### src/rtl/auth_ctl_pkg.sv
package auth_ctl_pkg;
  localparam int DW         = 8;
  localparam int N_REG      = 4;
  localparam int N_SRC      = 2;
  localparam int SRC_PASS   = 0;
  localparam int SRC_FAIL   = 1;
  localparam int GLOBAL_BIT = 7;

  localparam int CTL_START  = 0;
  localparam int CTL_EESS   = 1;
  localparam int CTL_MUTE   = 2;
  localparam int CTL_W      = 3;

  typedef enum logic [1:0] {
    SEL_CTRL = 2'd0,
    SEL_STAT = 2'd1,
    SEL_MASK = 2'd2,
    SEL_IRQ  = 2'd3
  } reg_sel_e;

  typedef struct packed {
    logic mute;
    logic eess;
    logic active;
  } ctl_view_t;

  // Mute may only be taken together with the encryption-status enable.
  function automatic logic mute_accept(input logic wd_mute, input logic wd_eess);
    return wd_mute & wd_eess;
  endfunction

  // Any status bit that is both pending and masked in.
  function automatic logic any_pending(input logic [N_SRC-1:0] sts,
                                       input logic [N_SRC-1:0] msk);
    return |(sts & msk);
  endfunction

  function automatic logic [DW-1:0] pack_ctrl(input ctl_view_t v);
    logic [DW-1:0] r;
    r = '0;
    r[CTL_START] = v.active;
    r[CTL_EESS]  = v.eess;
    r[CTL_MUTE]  = v.mute;
    return r;
  endfunction

  function automatic logic [DW-1:0] pack_stat(input logic active, input logic ok);
    logic [DW-1:0] r;
    r = '0;
    r[0] = active;
    r[1] = ok;
    return r;
  endfunction

  function automatic logic [DW-1:0] pack_irq(input logic [N_SRC-1:0] sts, input logic glob);
    logic [DW-1:0] r;
    r = '0;
    r[N_SRC-1:0]  = sts;
    r[GLOBAL_BIT] = glob;
    return r;
  endfunction
endpackage

### src/rtl/auth_ctl_dec.sv
module auth_ctl_dec #(
  parameter int ADDR_W = 8,
  parameter int NREG   = 4
) (
  input  logic              wr_en,
  input  logic              rd_en,
  input  logic [ADDR_W-1:0] addr,
  output logic [NREG-1:0]   wr_sel,
  output logic [NREG-1:0]   rd_sel
);
  localparam int IDX_W = (NREG > 1) ? $clog2(NREG) : 1;

  logic in_range;
  assign in_range = ((addr >> IDX_W) == '0);

  for (genvar g = 0; g < NREG; g++) begin : g_sel
    logic hit;
    assign hit       = in_range && (addr[IDX_W-1:0] == IDX_W'(g));
    assign wr_sel[g] = wr_en && hit;
    assign rd_sel[g] = rd_en && hit;
  end
endmodule

### src/rtl/auth_ctl_core.sv
module auth_ctl_core
  import auth_ctl_pkg::*;
(
  input  logic              clk,
  input  logic              rst_n,
  input  logic              wr_ctrl,
  input  logic [CTL_W-1:0]  ctrl_wd,
  input  logic              evt_pass,
  input  logic              evt_fail,
  input  logic              evt_lost,
  output logic              active_q,
  output logic              eess_q,
  output logic              mute_q,
  output logic              ok_q,
  output logic              start_q
);
  logic restart_req;
  logic ok_set;
  logic ok_clr;

  assign restart_req = wr_ctrl & ctrl_wd[CTL_START];
  assign ok_clr      = restart_req | evt_fail | evt_lost;
  assign ok_set      = evt_pass & active_q;

  always_ff @(posedge clk or negedge rst_n) begin
    if (!rst_n) begin
      active_q <= 1'b0;
      start_q  <= 1'b0;
      ok_q     <= 1'b0;
    end else begin
      start_q <= restart_req;
      if (restart_req) active_q <= 1'b1;
      if (ok_clr)      ok_q <= 1'b0;
      else if (ok_set) ok_q <= 1'b1;
    end
  end

  always_ff @(posedge clk or negedge rst_n) begin
    if (!rst_n) begin
      eess_q <= 1'b0;
      mute_q <= 1'b0;
    end else if (wr_ctrl) begin
      if (mute_q) begin
        mute_q <= ctrl_wd[CTL_MUTE];
      end else begin
        eess_q <= ctrl_wd[CTL_EESS];
        mute_q <= mute_accept(ctrl_wd[CTL_MUTE], ctrl_wd[CTL_EESS]);
      end
    end
  end
endmodule

### src/rtl/auth_ctl_irq.sv
module auth_ctl_irq #(
  parameter int NSRC = 2
) (
  input  logic            clk,
  input  logic            rst_n,
  input  logic [NSRC-1:0] src_evt,
  input  logic            wr_mask,
  input  logic [NSRC-1:0] mask_wd,
  input  logic            rd_clr,
  output logic [NSRC-1:0] sts_q,
  output logic [NSRC-1:0] mask_q,
  output logic            glob,
  output logic            irq_n
);
  for (genvar i = 0; i < NSRC; i++) begin : g_src
    always_ff @(posedge clk or negedge rst_n) begin
      if (!rst_n) sts_q[i] <= 1'b0;
      else        sts_q[i] <= src_evt[i] | (sts_q[i] & ~rd_clr);
    end
  end

  always_ff @(posedge clk or negedge rst_n) begin
    if (!rst_n)       mask_q <= '0;
    else if (wr_mask) mask_q <= mask_wd;
  end

  assign glob  = auth_ctl_pkg::any_pending(sts_q, mask_q);
  assign irq_n = ~glob;
endmodule

### src/rtl/auth_ctl_regs.sv
module auth_ctl_regs
  import auth_ctl_pkg::*;
#(
  parameter int ADDR_W = 8
) (
  input  logic              clk,
  input  logic              rst_n,
  input  logic              wr_en,
  input  logic              rd_en,
  input  logic [ADDR_W-1:0] addr,
  input  logic [7:0]        wdata,
  output logic [7:0]        rdata,
  input  logic              evt_pass,
  input  logic              evt_fail,
  input  logic              evt_lost,
  output logic              start_pulse,
  output logic              auth_active,
  output logic              auth_ok,
  output logic              eess_o,
  output logic              mute_o,
  output logic              irq_n
);
  logic [N_REG-1:0] wr_sel;
  logic [N_REG-1:0] rd_sel;
  logic [N_SRC-1:0] src_evt;
  logic [N_SRC-1:0] sts;
  logic [N_SRC-1:0] msk;
  logic             glob;
  logic [DW-1:0]    rd_mux;
  ctl_view_t        view;

  auth_ctl_dec #(.ADDR_W(ADDR_W), .NREG(N_REG)) u_dec (
    .wr_en (wr_en),
    .rd_en (rd_en),
    .addr  (addr),
    .wr_sel(wr_sel),
    .rd_sel(rd_sel)
  );

  auth_ctl_core u_core (
    .clk     (clk),
    .rst_n   (rst_n),
    .wr_ctrl (wr_sel[SEL_CTRL]),
    .ctrl_wd (wdata[CTL_W-1:0]),
    .evt_pass(evt_pass),
    .evt_fail(evt_fail),
    .evt_lost(evt_lost),
    .active_q(auth_active),
    .eess_q  (eess_o),
    .mute_q  (mute_o),
    .ok_q    (auth_ok),
    .start_q (start_pulse)
  );

  assign src_evt[SRC_PASS] = evt_pass;
  assign src_evt[SRC_FAIL] = evt_fail | evt_lost;

  auth_ctl_irq #(.NSRC(N_SRC)) u_irq (
    .clk    (clk),
    .rst_n  (rst_n),
    .src_evt(src_evt),
    .wr_mask(wr_sel[SEL_MASK]),
    .mask_wd(wdata[N_SRC-1:0]),
    .rd_clr (rd_sel[SEL_IRQ]),
    .sts_q  (sts),
    .mask_q (msk),
    .glob   (glob),
    .irq_n  (irq_n)
  );

  assign view = '{mute: mute_o, eess: eess_o, active: auth_active};

  always_comb begin
    rd_mux = '0;
    unique case (1'b1)
      rd_sel[SEL_CTRL]: rd_mux = pack_ctrl(view);
      rd_sel[SEL_STAT]: rd_mux = pack_stat(auth_active, auth_ok);
      rd_sel[SEL_MASK]: rd_mux[N_SRC-1:0] = msk;
      rd_sel[SEL_IRQ]:  rd_mux = pack_irq(sts, glob);
      default:          rd_mux = '0;
    endcase
  end

  always_ff @(posedge clk or negedge rst_n) begin
    if (!rst_n)     rdata <= '0;
    else if (rd_en) rdata <= rd_mux;
  end
endmodule

### config.mk
export PLATFORM = sky130hd
export DESIGN_NAME = auth_ctl_regs
export DESIGN_NICKNAME = d
export VERILOG_FILES = /design/src/rtl/auth_ctl_pkg.sv /design/src/rtl/auth_ctl_dec.sv /design/src/rtl/auth_ctl_core.sv /design/src/rtl/auth_ctl_irq.sv /design/src/rtl/auth_ctl_regs.sv
export SDC_FILE = /design/constraint.sdc
export NUM_CORES = 1
export LEC_CHECK = 0
export BUFFER_PORTS_ARGS = -buffer_cell sky130_fd_sc_hd__buf_2
export CAP_MARGIN = 5
export CORE_MARGIN = 4
export CORE_UTILIZATION = 42
export CTS_CLUSTER_SIZE = 20
export DETAILED_ROUTE_END_ITERATION = 16
export GPL_ROUTABILITY_DRIVEN = 0
export PLACE_DENSITY = 0.8
export SLEW_MARGIN = 15
export SYNTH_ARGS = -nofsm -noshare
export SYNTH_HDL_FRONTEND = slang
export SYNTH_SLANG_ARGS = --single-unit
### constraint.sdc
create_clock -name clk -period 1.5 [get_ports clk]
set_input_delay 0.075 -clock clk [delete_from_list [all_inputs] [get_ports clk]]
set_output_delay 0.075 -clock clk [all_outputs]
set_load 0.03 [all_outputs]
## After elaboration in Yosys (flattened, before gate mapping)

Index checks and enable logic that the tools add are counted.

| operators by class | value |
|---|---|
| multiplexer cells | 5 |
| equal/unequal tests | 3 |
| reductions and logical operators | 15 |
| bitwise gates (word level) | 14 |

Operators with widths:

| kind | count |
|---|---|
| case mux 6 bit (2 select lines) | 1 |
| logical AND 1 bit | 10 |
| zero test 8 bit | 1 |
| case mux 2 bit (4 select lines) | 1 |
| bitwise AND 1 bit | 5 |
| bitwise OR 1 bit | 5 |
| == test 2 bit (second input constant) | 2 |
| two-way mux 1 bit | 3 |
| inverter 1 bit | 3 |
| bitwise AND 2 bit | 1 |
| == test 2 x 1 -> 1 bit (second input constant) | 1 |
| zero test 2 bit | 1 |
| AND reduction 2 bit | 1 |
| nonzero test 2 bit | 1 |
| OR reduction 2 bit | 1 |

| word-level totals | value |
|---|---|
| output and inout port bits | 14 |
| input port bits | 23 |
| flip-flop bits (word level) | 17 |
| word-level logic and storage cells | 46 |

## Longest topological paths before layout

Gate-level depths: netlist (run 1).

| depth | value |
|---|---|
| depth after elaboration | 7 |
| mapped depth | 3 |
| mapped depth without buffers | 3 |

## Hierarchy

From an unflattened synthesis (run 1), not the netlist that was laid out.

| unflattened totals | value |
|---|---|
| cells, all modules | 66 |
| area, all modules | 678.2 um2 |

Modules (own cells, without submodules):

| module | sequential area each (um2) | cells an instance | area an instance (um2) | instances |
|---|---|---|---|---|
| auth_ctl_regs | 100.1 | 25 | 245.2 | 1 |
| auth_ctl_core | 125.1 | 14 | 192.7 | 1 |
| auth_ctl_irq | 100.1 | 11 | 152.6 | 1 |
| auth_ctl_dec | 0.0 | 16 | 87.6 | 1 |

## Worst setup path after synthesis (run 1)

Ideal clock, no wire load.

| path | value |
|---|---|
| kind | reg2reg |
| from | reg u_irq.sts_q[0] |
| to | reg rdata[7] |
| clock period less this slack | 1.424 ns |
| path buffers | 0 |
| arrival | 1.303 ns |
| path slack | 0.076 ns |
| cell stages (with the launch flop) | 4 |
| required time | 1.378 ns |
| path through | dfrtp_1 a22oi_1 nor2_1 a32o_1 |

| on the way | value |
|---|---|
| word-level cells in the longest chain between the ends | 3 |

Ends and longest elaborated chain:

| what | RTL line | text |
|---|---|---|
| from (decl) | auth_ctl_irq.sv:10 | `output logic [NSRC-1:0] sts_q,` |
| from (signal, indexed assignment) | auth_ctl_irq.sv:18 | `else sts_q[i] <= src_evt[i] \| (sts_q[i] & ~rd_clr);` |
| bitwise AND 2 bit | auth_ctl_pkg.sv:35 | `return \|(sts & msk);` |
| OR reduction 2 bit | auth_ctl_pkg.sv:35 |  |
| case mux 6 bit (2 select lines) | auth_ctl_regs.sv:75 | `unique case (1'b1)` |
| to (signal assigned) | auth_ctl_regs.sv:86 | `else if (rd_en) rdata <= rd_mux;` |
| to (decl) | auth_ctl_regs.sv:12 | `output logic [7:0] rdata,` |

Every way passes these cells.
A chain may end at the register's enable or synchronous reset.

## Worst setup path in the final report (run 1)

| path | value |
|---|---|
| from | reg u_irq.mask_q[0] |
| to | out irq_n |

| on the way | value |
|---|---|
| word-level cells in the longest chain between the ends | 3 |

Ends and longest elaborated chain:

| what | RTL line | text |
|---|---|---|
| from (decl) | auth_ctl_irq.sv:11 | `output logic [NSRC-1:0] mask_q,` |
| from (signal assigned) | auth_ctl_irq.sv:24 | `else if (wr_mask) mask_q <= mask_wd;` |
| bitwise AND 2 bit | auth_ctl_pkg.sv:35 |  |
| OR reduction 2 bit | auth_ctl_pkg.sv:35 |  |
| inverter 1 bit | auth_ctl_irq.sv:28 | `assign irq_n = ~glob;` |
| to (decl) | auth_ctl_regs.sv:21 | `output logic irq_n` |

Every way passes these cells.

==> qor.yml, run 1 <==
finish:
  layout-drive-gt1-share_pct: 37.8
  layout_common_cells: "buf_2 (27), dfrtp_1 (13), nor2_1 (4), conb_1 (4), dlygate4sd3_1 (4)"
  final_nets: 114
  antenna_cells: 0
  syn2layout_area_growth_pct: 31.9
  instances_no_fill: 106
  fin_area_um2: 870
  nFillCells: 140
  final_common_cell: "buf_2"
clock_tree:
  cts_hold_buf: 4
  cts_setup_buffers: 0
  ctsHtreeMaxLevel: 1
  cts.reportedPaths.clkPinSlew_ns: 0.08
  cts_resized: 0
  clock_path_buffers: 2
  cts_buffers: 3
  cts_sinks: 13
  cts_tree: "done"
  cts_root_buf: "clkbuf_4"
  clk_latency_ns: 0.27
global_routing:
  grt_pass1_wl_um: 2430
  grt_pass1_vias: 565
  grt_max_degree: 14
  grt_usage_pct: 15.8
  overflow: 0
  grt_antenna_before_repair: 0
detailed_routing:
  first_pass_iters: 4
  wirelength_um: 1560
  drtIter0Drc: 6
  vias_per_cell: 5.42
  via_count: 575
  drtAntennaViolNets: 0
  wl_per_cell_um: 14.7
  drc: 0
placement:
  placed_area_um2: 803
  port_buffers: 27
  dp_cells: 98
timing:
  finalCritPeriodShare_pct: 81.8
  hold_viol: 0
  setup-violations-final: 0
  fmax_mhz: 815
  finalCriticalPeriod_ns: 1.23
  worst_clock_skew_ns: 0.00159
  setup_tns_ns: 0
  drv_slew: 0
  rsz0062_at_grt: "false"
power_and_ir_drop:
  leakage_nw: 0.467
  ir_drop_mv: 0.471
  power.density_nw_per_um2: 803
  fin_total_pwr_uw: 698
die:
  start_util_pct: 44.3
  core_area_um2: 1490
  io_pins: 37
  die_area_um2: 2270
  die_w_um: 47.6
  rows: 14
  die_y_um: 47.6
min_path:
  hold_class: "in -> reg"
synth:
  yosys.area.top_type: "dfrtp_1"
  ys_types: 24
  ys_warn_count: 0
  synth_cells: 55
  ys_seq_area_share_pct: 49.3
  syn_avg_cell_area_um2: 12.0
  yosysTopAreaCellShare_pct: 49.3
  ys_top_cells_by_area: "dfrtp_1 (49%), mux2_1 (5.1%), buf_4 (4.6%)"
  ys_seq_elements: 13
  synthesis.area_um2: 659
flow_run:
  maxCapViolations: 0
setup_path:
  crit_type: "reg -> out"
  cp-end-kind: "output port"
  cp_cell_sequence: "a22oi_1 -> buf_2"
  critPathTopFamily: "flip-flops"
  slowest_stage: "dfrtp_1"
  crit_path_max_incr_delay_ns: 0.40
  cp_data_required_time_ns: 1.42
  crit_arrival_ns: 1.15
  start_kind: "flip-flop"
  crit_buf_inv: 1
  worstPathMaxFanout: 3
status:
  run_status: "finished clean"
## flip-flops by register name (all words and copies together), names as in the netlist
register / flops
u_core.mute_q: 1
u_core.eess_q: 1
u_core.start_q: 1
u_irq.mask_q: 2
u_irq.sts_q: 2
u_core.active_q: 1
rdata: 4
u_core.ok_q: 1
## metrics by stage
stage	setup slack, ns	hold slack [ns]	util (%)
after floorplan	0.0755	-0.221	-
after global placement	0.255	-0.0282	53.9
after detailed placement	0.234	-0.0269	53.9
after CTS	0.259	0.0351	58.4
after global routing	0.201	0.0428	58.4
final	0.273	0.0401	58.4
## Yosys cell counts (all sizes together)
| cell | n |
|---|---|
| a211o | 1 |
| a21o | 1 |
| a21oi | 2 |
| a22o | 3 |
| a22oi | 1 |
| a32o | 1 |
| a41o | 1 |
| a41oi | 3 |
| and2 | 3 |
| and3 | 2 |
| and4 | 1 |
| buf | 4 |
| conb | 1 |
| dfrtp | 13 |
| inv | 2 |
| mux2 | 3 |
| mux2i | 1 |
| mux4 | 1 |
| nand4 | 3 |
| nor2 | 4 |
| nor2b | 2 |
| nor4 | 1 |
| or3 | 1 |
## cell families after synthesis
group                  synth area share, %
AO/OA/AOI/OAI                         16.1
AND/OR/NAND/NOR                       18.2
multiplexers                          10.1
buffers and inverters                 5.69
flip-flops                            49.3
other                                0.569
## worst reg2reg max path, stage by stage (launching register included)
cell and delay [ns]:
dfrtp_1 0.40, mux4_2 0.48, a22o_1 0.19
## layer usage
metal | part of all wire (%) | global-route usage [%] | wire length (um) | up-vias
li1 | - | - | - | 274
met1 | 36 | 16.5 | 563 | 272
met2 | 54 | 29.9 | 842 | 22
met3 | 6.3 | 3.76 | 98 | 7
met4 | 3.4 | 6.45 | 53 | 0
met5 | 0 | 0 | 0 | -
## where the power goes
| part | internal [mW] | switching (mW) | leakage (nW) | total [mW] |
|---|---|---|---|---|
| Combinational | 0.0469 | 0.0735 | 0.282 | 0.120 |
| Sequential | 0.357 | 0.00624 | 0.170 | 0.363 |
| Clock | 0.103 | 0.111 | 0.0150 | 0.214 |
| Total | 0.507 | 0.191 | 0.467 | 0.698 |
## cell type report
type	count	area [um2]	area share, %
Multi-Input combinational cell	39	308	35.4
Clock buffer	4	26.3	3.02
Inverter	2	7.51	0.863
Sequential cell	13	325	37.4
Timing Repair Buffer	32	183	21.0
Tap cell	16	20.0	2.30
## final timing paths
check	endpoint	cells past startpoint	slack [ns]	startpoint
max	irq_n	2	0.27	u_irq.mask_q[0]
min	u_core.eess_q	2	0.04	wdata[1]
max reg2reg	rdata[1]	2	0.32	u_irq.sts_q[1]
min reg2reg	rdata[7]	1	0.50	rdata[7]
max in group asynchronous	u_core.mute_q	2	1.05	rst_n
min in group asynchronous	u_irq.sts_q[0]	2	0.24	rst_n
(Power assumes the default switching activity.)
==> run 2, diff against run 1 <==
--- a/config.mk
+++ b/config.mk
@@ -5,10 +5,12 @@
 export SDC_FILE = /design/constraint.sdc
 export NUM_CORES = 1
 export LEC_CHECK = 0
+export ABC_AREA = 1
 export BUFFER_PORTS_ARGS = -buffer_cell sky130_fd_sc_hd__buf_2
 export CAP_MARGIN = 5
+export CORE_ASPECT_RATIO = 0.8
 export CORE_MARGIN = 4
-export CORE_UTILIZATION = 42
+export CORE_UTILIZATION = 43
 export CTS_CLUSTER_SIZE = 20
 export DETAILED_ROUTE_END_ITERATION = 16
 export GPL_ROUTABILITY_DRIVEN = 0
==> constraint.sdc (replaced) <==
create_clock -name clk -period 1.2 [get_ports clk]
set_input_delay 0.06 -clock clk [delete_from_list [all_inputs] [get_ports clk]]
set_output_delay 0.06 -clock clk [all_outputs]
set_load 0.03 [all_outputs]
==> run 2 against run 1 <==
Compared with the run above:
- critical path depth rose by 1
- critical path type unchanged
- power rose by 23%
- global-route usage rose by 0.12 points
- combinational power rose by 21%
- non-clock buffer count rose by 2
- die area rose by 4.4%
- clock power rose by 22%
- largest cell class unchanged
- sequential share of layout area fell by 3.1 points
- clock-buffer cell count did not move
==> qor.yml, run 2 <==
clock_tree:
  clk_latency_ns: 0.28  # was 0.27 ns
  cts_tree: "done"  # unchanged
  cts_root_buf: "clkbuf_4"  # unchanged
  cts.reportedPaths.clkPinSlew_ns: 0.07  # was 0.08 ns
  cts_buffers: 3  # unchanged
  clock_path_buffers: 2  # unchanged
  ctsHtreeMaxLevel: 1  # unchanged
  cts_sinks: 13  # unchanged
global_routing:
  grt_antenna_before_repair: 0  # unchanged
  use_met2_pct: 24.0  # was 29.9%
  grt_max_degree: 14  # unchanged
  grt_pass1_wl_um: 2630  # was 2430 um
  grtUsageMet1_pct: 18.5  # was 16.5%
  overflow: 0  # unchanged
  top_usage_layer: "met2"  # unchanged
  grt_pass1_vias: 632  # was 565
  grt_usage_pct: 15.9  # was 15.8%
  grt.met3_usage_pct: 6.73  # was 3.76%
power_and_ir_drop:
  power.density_nw_per_um2: 907  # was 803 nW/um2
  ir_drop_mv: 0.542  # was 0.471 mV
  leakage_nw: 0.533  # was 0.467 nW
die:
  die_w_um: 53.4  # was 47.6 um
  rows: 12  # was 14
  io_pins: 37  # unchanged
  die_area_um2: 2370  # was 2270 um2
  start_util_pct: 48.2  # was 44.3%
  core_area_um2: 1470  # was 1490 um2
  die_y_um: 44.3  # was 47.6 um
synth:
  synth_mux_area_share_pct: 0  # was 10.1%
  synthesis.area_um2: 709  # was 659 um2
  async_reset_ff_share_pct: 100  # unchanged
  synth_simple_gate_area_share_pct: 33.2  # was 18.2%
  synth_edf_count: 0  # unchanged
  ys_seq_elements: 13  # unchanged
  synth_compound_area_share_pct: 7.23  # was 16.1%
  yosys.cell_count.top_type: "nand2_1"  # was dfrtp_1
  syn_avg_cell_area_um2: 8.25  # was 12.0 um2
  ys_types: 20  # was 24
  ys_warn_count: 0  # unchanged
  yosysTopAreaCellShare_pct: 45.9  # was 49.3%
  synth_cells: 86  # was 55
  yosys.area.top_type: "dfrtp_1"  # unchanged
  ys_top_cells_by_area: "dfrtp_1 (46%), nand2_1 (11%), inv_1 (7.4%)"  # was dfrtp_1 (49%), mux2_1 (5.1%), buf_4 (4.6%)
  synth-xor-area-share_pct: 0  # unchanged
  synth_top_flop_cell: "dfrtp_1"  # unchanged
  synth-adder-area-share_pct: 0  # unchanged
  synth_common_cells: "nand2_1 (20), inv_1 (14), dfrtp_1 (13)"  # was dfrtp_1 (13), buf_4 (4), nor2_1 (4)
  ys_seq_area_share_pct: 45.9  # was 49.3%
  synth_top_family_by_area: "simple AND/OR/NAND/NOR gates"  # unchanged
finish:
  layout-drive-gt1-share_pct: 33.6  # was 37.8%
  layout_common_cells: "buf_2 (26), nand2_1 (20), inv_1 (13), dfrtp_1 (13)"  # was buf_2 (27), dfrtp_1 (13), nor2_1 (4), conb_1 (4), dlygate4sd3_1 (4)
  instances_no_fill: 143  # was 106
  final_common_cell: "buf_2"  # unchanged
  syn2layout_area_growth_pct: 33.7  # was 31.9%
  top_register: "rdata"  # unchanged
  fin_area_um2: 948  # was 870 um2
  top_regs: "rdata x4, u_irq.mask_q x2, u_irq.sts_q x2"  # unchanged
  antenna_cells: 0  # unchanged
  nFillCells: 137  # was 140
  final_util_pct: 64.5  # was 58.4%
  final_nets: 146  # was 114
  largest_register_ffs: 4  # unchanged
detailed_routing:
  drc: 0  # unchanged
  drtAntennaViolNets: 0  # unchanged
  drtIter0Drc: 11  # was 6
  wl_per_cell_um: 10.9  # was 14.7 um
  first_pass_iters: 4  # unchanged
  vias_per_cell: 4.54  # was 5.42
  wirelength_um: 1560  # about the same
  via_count: 649  # was 575
setup_path:
  slowest_stage: "dfrtp_1"  # unchanged
  critPathTopFamily: "flip-flops"  # unchanged
  crit_type: "reg -> out"  # unchanged
  cp-end-kind: "output port"  # unchanged
  crit_buf_inv: 2  # was 1
  crit_path_max_incr_delay_ns: 0.40  # about the same
  worstPathMaxFanout: 2  # was 3
  cp_data_required_time_ns: 1.14  # was 1.42 ns
  cp_cell_sequence: "a22o_1 -> inv_2 -> buf_6"  # was a22oi_1 -> buf_2
  start_kind: "flip-flop"  # unchanged
  crit_arrival_ns: 1.11  # was 1.15 ns
placement:
  place_hpwl_um: 1200
  placed_area_um2: 861  # was 803 um2
  dp_cells: 133  # was 98
  port_buffers: 27  # unchanged
  post-place-ws_ns: 0.121  # was 0.234 ns
timing:
  setup_tns_ns: 0  # unchanged
  drv_slew: 0  # unchanged
  fmax_mhz: 854
  worst_clock_skew_ns: 0.00427  # was 0.00159 ns
  rsz0062_at_grt: "true"  # was false
  finalCriticalPeriod_ns: 1.17
  timing.final.ws_setup_ns: 0.0290  # was 0.273 ns
  hold_viol: 0  # unchanged
  setup-violations-final: 0  # unchanged
  finalCritPeriodShare_pct: 97.6
min_path:
  hold_class: "in -> reg"  # unchanged
status:
  run_status: "finished clean"  # unchanged
flow_run:
  maxCapViolations: 0  # unchanged
-- run 2: changes by cell type after synthesis, moves of 2 or more --
cell     change
nand2_1     +20
o21ai_1      +6
nand3_1      +6
nor2_1       +2
nor2b_1      -2
a41oi_1      -3
mux2_1       -3
nand4_1      +2
a21oi_1      -2
and3_1       -2
a22o_1       -2
and2_1       -3
inv_1       +12
-- run 2: worst paths after layout --
kind | startpoint | to | slack, ns | cells after the start
max in group asynchronous | rst_n | u_core.active_q | 0.77 | 2
worst max-delay path | u_irq.mask_q[0] | irq_n | 0.03 | 3
worst min-delay path | wdata[1] | u_core.eess_q | 0.03 | 3
worst min register to register | rdata[7] | rdata[7] | 0.48 | 2
min in group asynchronous | rst_n | u_irq.sts_q[0] | 0.20 | 2
worst max register to register | u_irq.mask_q[0] | rdata[0] | 0.19 | 6
-- run 2: stage by stage --
| step | power [mW] | hold WS (ns) |
|---|---|---|
| after floorplan | 0.538 | -0.236 |
| after global placement | 0.583 | -0.0406 |
| after detailed placement | 0.586 | -0.0367 |
| after CTS | 0.871 | 0.0177 |
| after global routing | 0.920 | 0.0297 |
| final | 0.860 | 0.0253 |
-- run 2: tightest hold or removal path, delay by kind of cell --
| kind | cells | cell delay, ns |
|---|---|---|
| buffers and inverters | 1 | 0.10 |
| and+or+nand+nor | 2 | 0.11 |
-- run 2: area by class of cell --
cell class	count	area, um2	area share [%]
sequential	13	325	34.3
multi-input combinational	57	302	31.8
timing repair buffer	34	216	22.8
inverter	14	52.6	5.54
clock buffer	4	26.3	2.77
tap	21	26.3	2.77
-- run 2: power breakdown --
group,switching [mW],total [mW],internal [mW]
Combinational,0.0887,0.145,0.0567
Clock,0.133,0.262,0.129
Sequential,0.00674,0.452,0.446
-- run 2: what timing repair did --
item,CTS,global route
setup endpoints to repair,1,1
resized for setup,2,1
hold buffers,4,0
setup buffers,1,1
endpoints found under the hold margin,15,0
-- run 2: per-layer routing --
layer	part of all wire [%]	wire length [um]
met5	0	0
met4	5.2	81
met3	9.1	142
met2	46	725
met1	39	610
-- run 2: cell families after synthesis --
kind of cell	after synthesis
flip-flops	13
AO/OA/AOI/OAI	9
AND/OR/NAND/NOR	44
buffers and inverters	19
other	1
